[src/rtl/dma_pkg.sv]
package dma_pkg;
    typedef enum logic [1:0] {
        ST_IDLE = 2'd0,
        ST_WAIT = 2'd1,
        ST_BREQ = 2'd2,
        ST_ACK  = 2'd3
    } dma_state_t;

    localparam logic [1:0] REG_SRC = 2'd0;
    localparam logic [1:0] REG_DST = 2'd1;
    localparam logic [1:0] REG_CNT = 2'd2;
    localparam logic [1:0] REG_CMD = 2'd3;
endpackage

[src/rtl/dma_cfg_regs.sv]
module dma_cfg_regs
    import dma_pkg::*;
#(
    parameter int AW = 16
) (
    input  logic          clk,
    input  logic          rst_n,
    input  logic          wr_en,
    input  logic [1:0]    wr_sel,
    input  logic [AW-1:0] wr_data,
    output logic [AW-1:0] src_q,
    output logic [AW-1:0] dst_q,
    output logic [AW-1:0] cnt_q
);
    always_ff @(posedge clk or negedge rst_n) begin
        if (!rst_n) begin
            src_q <= '0;
            dst_q <= '0;
            cnt_q <= '0;
        end else if (wr_en) begin
            if (wr_sel == REG_SRC) src_q <= wr_data;
            if (wr_sel == REG_DST) dst_q <= wr_data;
            if (wr_sel == REG_CNT) cnt_q <= wr_data;
        end
    end
endmodule

[src/rtl/dma_ptr.sv]
module dma_ptr #(
    parameter int AW         = 16,
    parameter int WORD_BYTES = 4
) (
    input  logic          clk,
    input  logic          rst_n,
    input  logic          load,
    input  logic          step,
    input  logic [AW-1:0] base_addr,
    input  logic [AW-1:0] byte_cnt,
    output logic [AW-1:0] cur_addr,
    output logic          last_word
);
    localparam logic [AW-1:0] STEP = AW'(WORD_BYTES);

    logic [AW-1:0] remain;

    always_ff @(posedge clk or negedge rst_n) begin
        if (!rst_n) begin
            cur_addr <= '0;
            remain   <= '0;
        end else if (load) begin
            cur_addr <= base_addr;
            remain   <= byte_cnt;
        end else if (step) begin
            cur_addr <= cur_addr + STEP;
            remain   <= remain - STEP;
        end
    end

    assign last_word = (remain == STEP);
endmodule

[src/rtl/dma_fsm.sv]
module dma_fsm
    import dma_pkg::*;
(
    input  logic clk,
    input  logic rst_n,
    input  logic start_cmd,
    input  logic cnt_ok,
    input  logic dreq,
    input  logic bus_gnt,
    input  logic last_word,
    output logic load,
    output logic step,
    output logic busy,
    output logic bus_req,
    output logic dack,
    output logic done,
    output logic err
);
    dma_state_t state, state_nx;
    logic       start_ok;

    assign start_ok = start_cmd && (state == ST_IDLE);
    assign load     = start_ok && cnt_ok;
    assign step     = (state == ST_ACK) && !dreq;

    always_comb begin
        state_nx = state;
        unique case (state)
            ST_IDLE: if (load)    state_nx = ST_WAIT;
            ST_WAIT: if (dreq)    state_nx = ST_BREQ;
            ST_BREQ: if (bus_gnt) state_nx = ST_ACK;
            ST_ACK:  if (!dreq)   state_nx = last_word ? ST_IDLE : ST_WAIT;
        endcase
    end

    always_ff @(posedge clk or negedge rst_n) begin
        if (!rst_n) begin
            state <= ST_IDLE;
            done  <= 1'b0;
            err   <= 1'b0;
        end else begin
            state <= state_nx;
            if (start_ok) begin
                done <= 1'b0;
                err  <= !cnt_ok;
            end else if (step && last_word) begin
                done <= 1'b1;
            end
        end
    end

    always_comb begin
        busy    = 1'b1;
        bus_req = 1'b0;
        dack    = 1'b0;
        unique case (state)
            ST_IDLE: busy = 1'b0;
            ST_WAIT: ;
            ST_BREQ: bus_req = 1'b1;
            ST_ACK: begin
                bus_req = 1'b1;
                dack    = 1'b1;
            end
        endcase
    end
endmodule

[src/rtl/dma_req_ack.sv]
module dma_req_ack
    import dma_pkg::*;
#(
    parameter int AW         = 16,
    parameter int WORD_BYTES = 4
) (
    input  logic          clk,
    input  logic          rst_n,
    input  logic          cfg_we,
    input  logic [1:0]    cfg_addr,
    input  logic [AW-1:0] cfg_wdata,
    input  logic          dreq,
    output logic          dack,
    output logic          bus_req,
    input  logic          bus_gnt,
    output logic [AW-1:0] mem_addr,
    output logic [AW-1:0] src_id,
    output logic          busy,
    output logic          done,
    output logic          err
);
    localparam logic [AW-1:0] WB = AW'(WORD_BYTES);

    logic [AW-1:0] src_q, dst_q, cnt_q, cur_addr;
    logic          load, step, last_word, start_cmd, cnt_ok;

    assign start_cmd = cfg_we && (cfg_addr == REG_CMD) && cfg_wdata[0] && !busy;
    assign cnt_ok    = (cnt_q != '0) && ((cnt_q % WB) == '0);

    dma_cfg_regs #(.AW(AW)) u_regs (
        .clk(clk), .rst_n(rst_n),
        .wr_en(cfg_we && !busy), .wr_sel(cfg_addr), .wr_data(cfg_wdata),
        .src_q(src_q), .dst_q(dst_q), .cnt_q(cnt_q)
    );

    dma_ptr #(.AW(AW), .WORD_BYTES(WORD_BYTES)) u_ptr (
        .clk(clk), .rst_n(rst_n), .load(load), .step(step),
        .base_addr(dst_q), .byte_cnt(cnt_q),
        .cur_addr(cur_addr), .last_word(last_word)
    );

    dma_fsm u_fsm (
        .clk(clk), .rst_n(rst_n), .start_cmd(start_cmd), .cnt_ok(cnt_ok),
        .dreq(dreq), .bus_gnt(bus_gnt), .last_word(last_word),
        .load(load), .step(step), .busy(busy), .bus_req(bus_req),
        .dack(dack), .done(done), .err(err)
    );

    assign mem_addr = dack ? cur_addr : '0;
    assign src_id   = dack ? src_q : '0;
endmodule

[config.mk]
export PLATFORM = sky130hd
export DESIGN_NAME = dma_req_ack
export DESIGN_NICKNAME = d
export VERILOG_FILES = /design/src/rtl/dma_pkg.sv /design/src/rtl/dma_cfg_regs.sv /design/src/rtl/dma_ptr.sv /design/src/rtl/dma_fsm.sv /design/src/rtl/dma_req_ack.sv
export SDC_FILE = /design/constraint.sdc
export NUM_CORES = 1
export LEC_CHECK = 0
export BUFFER_PORTS_ARGS = -buffer_cell sky130_fd_sc_hd__buf_2
export CAP_MARGIN = 5
export CORE_MARGIN = 2
export CORE_UTILIZATION = 45
export DETAILED_ROUTE_END_ITERATION = 7
export GPL_TIMING_DRIVEN = 1
export PLACE_DENSITY = 0.65
export SYNTH_ARGS = -nofsm -noshare
export SYNTH_HDL_FRONTEND = slang
export SYNTH_SLANG_ARGS = --single-unit
[constraint.sdc]
create_clock -name clk -period 2.8 [get_ports clk]
set_clock_uncertainty 0.2 [all_clocks]
set_input_delay 0.56 -clock clk [delete_from_list [all_inputs] [get_ports clk]]
set_output_delay 0.56 -clock clk [all_outputs]
set_load 0.01 [all_outputs]
# --- After elaboration in Yosys (flattened, before gate mapping) ---
# Cells that the tools add are included.
word_totals:
  register_bits: 84
  inputBits: 23
  out_inout_bits: 37
  wordCells: 60
op_classes:
  n_addsub: 2
  eq_ne: 11
  n_mux: 17
  n_reduce_logical: 22
ops:
  columns: ["cell", "count"]
  rows:
  - ["two-way mux 16 bit", 6]
  - ["adder 16 x 3 -> 16 bit (second input constant)", 1]
  - ["== test 16 x 3 -> 1 bit (second input constant)", 1]
  - ["zero test 16 bit", 1]
  - ["nonzero test 16 bit", 1]
  - ["subtractor 16 x 3 -> 16 bit (second input constant)", 1]
  - ["logical AND 1 bit", 9]
  - ["== test 2 bit (second input constant)", 4]
  - ["two-way mux 2 bit", 4]
  - ["!= test 2 bit (second input constant)", 4]
  - ["one-hot mux 2 bit (4 select lines)", 1]
  - ["two-way mux 1 bit", 6]
  - ["AND reduction 2 bit", 3]
  - ["== test 2 x 1 -> 1 bit (second input constant)", 2]
  - ["zero test 2 bit", 2]
  - ["AND reduction 4 bit", 1]
  - ["nonzero test 2 bit", 2]
  - ["zero test 1 bit", 2]
  - ["OR reduction 2 bit", 1]

# --- Logic depth before layout (Yosys ltp) ---
logic_depth:
  ltp_word: 8
  ltp_mapped: 8
  ltp_nobuf: 7

# --- Modules after synthesis ---
# A second synthesis with hierarchy kept.
unflattened:
  hier_cells: 349
  hier_area_um2: 4091.4
by_module_without_submodules:
  columns: ["mod", "instances", "cells_per_inst", "area_each_um2", "seq_area_each_um2"]
  rows:
  - ["dma_cfg_regs", 1, 102, 1815.5, 1201.2]
  - ["dma_ptr", 1, 176, 1709.1, 800.8]
  - ["dma_fsm", 1, 28, 300.3, 100.1]
  - ["dma_req_ack", 1, 43, 266.5, 0.0]

# --- Worst setup path before layout ---
# Ideal clock, no wire load.
synth_timing:
  path_kind: "reg2reg"
  startpoint: "register u_fsm.state[0]"
  endpoint: "register u_fsm.state[0]"
  setup_time_ns: 0.127
  t_arrival_ns: 1.846
  required_ns: 2.473
  slack_ns: 0.626
  path_stages_with_launch: 8
  n_path_buf: 0
  period_less_slack_ns: 2.174
  cell_sequence: "dfrtp_1 -> inv_1 -> ha_1 -> nand3_2 -> nor4_4 -> nand2_1 -> a221o_1 -> mux2_1"
synth_via:
  elab_chain_cells: 6
synth_lines:
  columns: ["element", "line_no", "rtl"]
  rows:
  - ["start: declaration", "dma_fsm.sv:19", "dma_state_t state, state_nx;"]
  - ["start signal: assignment", "dma_fsm.sv:42", "state <= state_nx;"]
  - ["zero test 2 bit", "dma_fsm.sv:22, dma_fsm.sv:28, dma_fsm.sv:56", null]
  - ["logical AND 1 bit", "dma_req_ack.sv:27", "assign start_cmd = cfg_we && (cfg_addr == REG_CMD) && cfg_wdata[0] && !busy;"]
  - ["logical AND 1 bit", "dma_fsm.sv:22", "assign start_ok = start_cmd && (state == ST_IDLE);"]
  - ["logical AND 1 bit", "dma_fsm.sv:23", "assign load = start_ok && cnt_ok;"]
  - ["!= test 2 bit (no line)", null, null]
  - ["AND reduction 4 bit (no line)", null, null]
# Parallel ways exist; a longest one is shown, timed or not.
# A chain may end at the register's enable or synchronous reset.

# --- Worst setup path in the final report ---
layout_timing:
  startpoint: "register u_fsm.state[0]"
  endpoint: "output port mem_addr[1]"
layout_via:
  elab_chain_cells: 3
layout_lines:
  columns: ["element", "line_no", "rtl"]
  rows:
  - ["== test 2 bit", "dma_fsm.sv:56", "unique case (state)"]
  - ["two-way mux 1 bit", "dma_fsm.sv:56", null]
  - ["two-way mux 16 bit", "dma_req_ack.sv:49", "assign mem_addr = dack ? cur_addr : '0;"]
  - ["end: declaration", "dma_req_ack.sv:16", "output logic [AW-1:0] mem_addr,"]
# No other way between the ends.

==> run summary <==
VDD IR-drop max = 0.426 mV
Cell Count Post-Placement = 509
global-route track usage on met1 = 27.2%
Die Area = 9640 sq um
share of synthesized area occupied by flip-flops and latches = 52.7%
CTS clock-pin slew for the worst setup and hold paths = 90 ps
run status = completed
placed wire-length estimate after detailed placement = 6100 um
timing-limited maximum frequency = 0.401 GHz
Skew-Pair Late Insertion Delay = 360 ps
pin count of the biggest net entering global routing = 59
die outline width = 98.2 um
Boundary Pins = 60
final setup violation count = 0
total area of multi-input combinational cells = 1800 sq um
fin worst setup slack = 306 ps
largest stage delay on the critical path = 440 ps
Post-synth top cells = 84 x dfrtp_1, 38 x mux2_2, 37 x nor2_1, 34 x and2_1, 27 x a21oi_1
Layout fillers = 816
async set or reset register ratio after synthesis = 100%
y dimension of the die = 98.2 um
global-route usage over all layers = 18.9%
Total Neg Setup Slack = 0 ps
final global-route overflow total = 0
total core area = 8680 sq um
number of enable-type register cells in the synthesized netlist = 0
Final Instance Count excl. Fillers = 525
Setup Slack @ Placement = 391 ps
Total Power = 0.00460 W
Min-Delay Path Class = in -> async
final wirelength = 8570 um
RD Place Congestion = 0.807
setup repair after global routing missed its margin = no
first-pass GRT wire length = 14200 um
clock tree root driver cell = clkbuf_8
port buffer count = 59
number of setup buffers added after CTS = 0
via count of the first global-routing pass = 2717
post-synthesis sequential element count = 84
number of cells upsized or downsized after cts = 0
GRT met2 Usage = 28.6%
critical path startpoint category = flip-flop
GRT Max-Usage Layer = met2
max-cap check violation count = 0
Antenna Nets Post-Route = 0
area added between synthesis and finish = 15.4%
cell types occupying the most area after synthesis = dfrtp_1 53%, mux2_2 11%, and2_1 5.3%, mux2_1 3.9%, nor2_1 3.5%
Max-Slew Margin vs Limit = 49.0%
average via count per standard cell = 5.24
number of cells produced by synthesis = 351
worst-margin pin slew = 763 ps
largest fanout on the critical path = 34
met3 GRT Util = 3.36%
smallest hold slack = 22.3 ps
antenna diode count = 0
endpoint required time on the critical path = 2040 ps
synthesized netlist net count = 382
vias = 2749
ratio of cells with drive above 1 in the final layout = 30.9%
H-tree lvl count = 3
Max Transition Viols Final = 0
crit path kind = reg -> out
Final period util = 89.1%
CP max stage cell = dfrtp_1
cts bufs inserted = 9
CTS tree = yes
cts hold-fix bufs = 0
CP endpoint kind = primary output
starting density of the core = 46.0%
number of nets in the final layout = 443
Power Dens Cells = 1000 nW/um^2
wire length per cell = 16.3 um
Yosys warning total = 0
leading cell type by number of instances after synthesis = dfrtp_1
commonest register cell after synthesis = dfrtp_1
clock buffer depth = 2
post-route minimum period = 2490 ps
arrival time reported for the critical path endpoint = 1730 ps
Sequential Area = 2100 sq um
Synth Cell Area = 3990 sq um
first-pass iteration count of the detailed router = 4
worst path cell trace = ha_1, buf_4, and2_1, buf_2
final routed DRC violation total = 0
top cell type's share of synthesized area = 52.7%
number of standard-cell rows in the floorplan = 34
number of sinks handled by clock tree synthesis = 84
post-synthesis average cell area = 11.4 sq um
cell taking the most area after synthesis = dfrtp_1
Unique masters post-synth = 36
violation count after the first detailed-route iteration = 144
initial antenna violation count = 0
Pleak = 2.15 nW
final hold violation count = 0
## layout by cell type, fill, tap and decap left out, types with 3 or more instances in the layout
master and n:
a21oi_1 27, nor4_2 3, nor4_1 4, clkbuf_8 9, and3_1 3, nor2_1 37
xnor2_1 12, mux2_2 38, nand4_1 5, ha_1 8, nor3_1 3, mux2_1 14
and2_1 34, buf_4 6, xor2_1 14, inv_6 3, inv_1 8, buf_2 58
dfrtp_1 84, nand2_1 18
## metrics by stage
| stage | area [sq um] | utilization [%] |
|---|---|---|
| after floorplan | 3990 | - |
| after global placement | 4420 | 51.0 |
| after detailed placement | 4420 | 51.0 |
| after CTS | 4600 | 53.1 |
| after global routing | 4600 | 53.1 |
| final | 4600 | 53.1 |
## flip-flops by register name (all words and copies together) (netlist names)
name and flops:
u_regs.src_q 16, u_fsm.state 2, u_ptr.cur_addr 16, u_regs.cnt_q 16
u_fsm.err 1, u_regs.dst_q 16, u_ptr.remain 16, u_fsm.done 1
## report_power, final
| group | internal (W) | switching (W) | total [W] |
|---|---|---|---|
| registers | 0.00179 | 0.000483 | 0.00227 |
| clock network | 0.000334 | 0.000484 | 0.000819 |
| logic | 0.000819 | 0.000690 | 0.00151 |
## worst paths after layout
path / from / endpoint / slack (ps) / cells past startpoint
max reg2reg: u_fsm.state[0] / u_ptr.cur_addr[0] / 360 / 7
max in group asynchronous: rst_n / u_regs.src_q[5] / 1740 / 2
min: rst_n / u_regs.src_q[3] / 20 / 1
min reg2reg: u_ptr.remain[0] / u_ptr.remain[0] / 290 / 1
min in group clk: cfg_wdata[7] / u_regs.cnt_q[7] / 240 / 2
max: u_fsm.state[0] / mem_addr[1] / 310 / 4
## worst max-delay path, delay by kind of cell, from the launching register on
family	cells	cell delay, ps
and+or+nand+nor	1	190
buffers and inverters	2	460
DFF	1	440
adders and majority gates	1	290
## cells by family (layout without fill, tap and decap cells)
kind of cell	count (synthesis)	in the layout	synth area share, %
AO/OA/AOI/OAI	34	34	4.67
XOR/XNOR	26	26	5.71
adder cells (fa/ha/maj)	8	8	2.51
buffers and inverters	23	89	2.32
flip-flops	84	84	52.7
multiplexers	54	54	15.2
AND/OR/NAND/NOR	122	122	17.0
## layout make-up
type	instances	share of cell area, %
Multi-Input combinational cell	244	39.1
Sequential cell	84	45.7
Clock buffer	9	2.69
Clock inverter	7	1.28
Timing Repair Buffer	65	7.72
Inverter	8	0.652
Tap cell	108	2.93
## routing by layer
layer,up-vias,part of all wire (%)
met4,0,1.7
li1,1321,-
met2,52,46
met5,-,0
met3,11,4.0
met1,1365,48
Power figures use the tool's default switching activity.
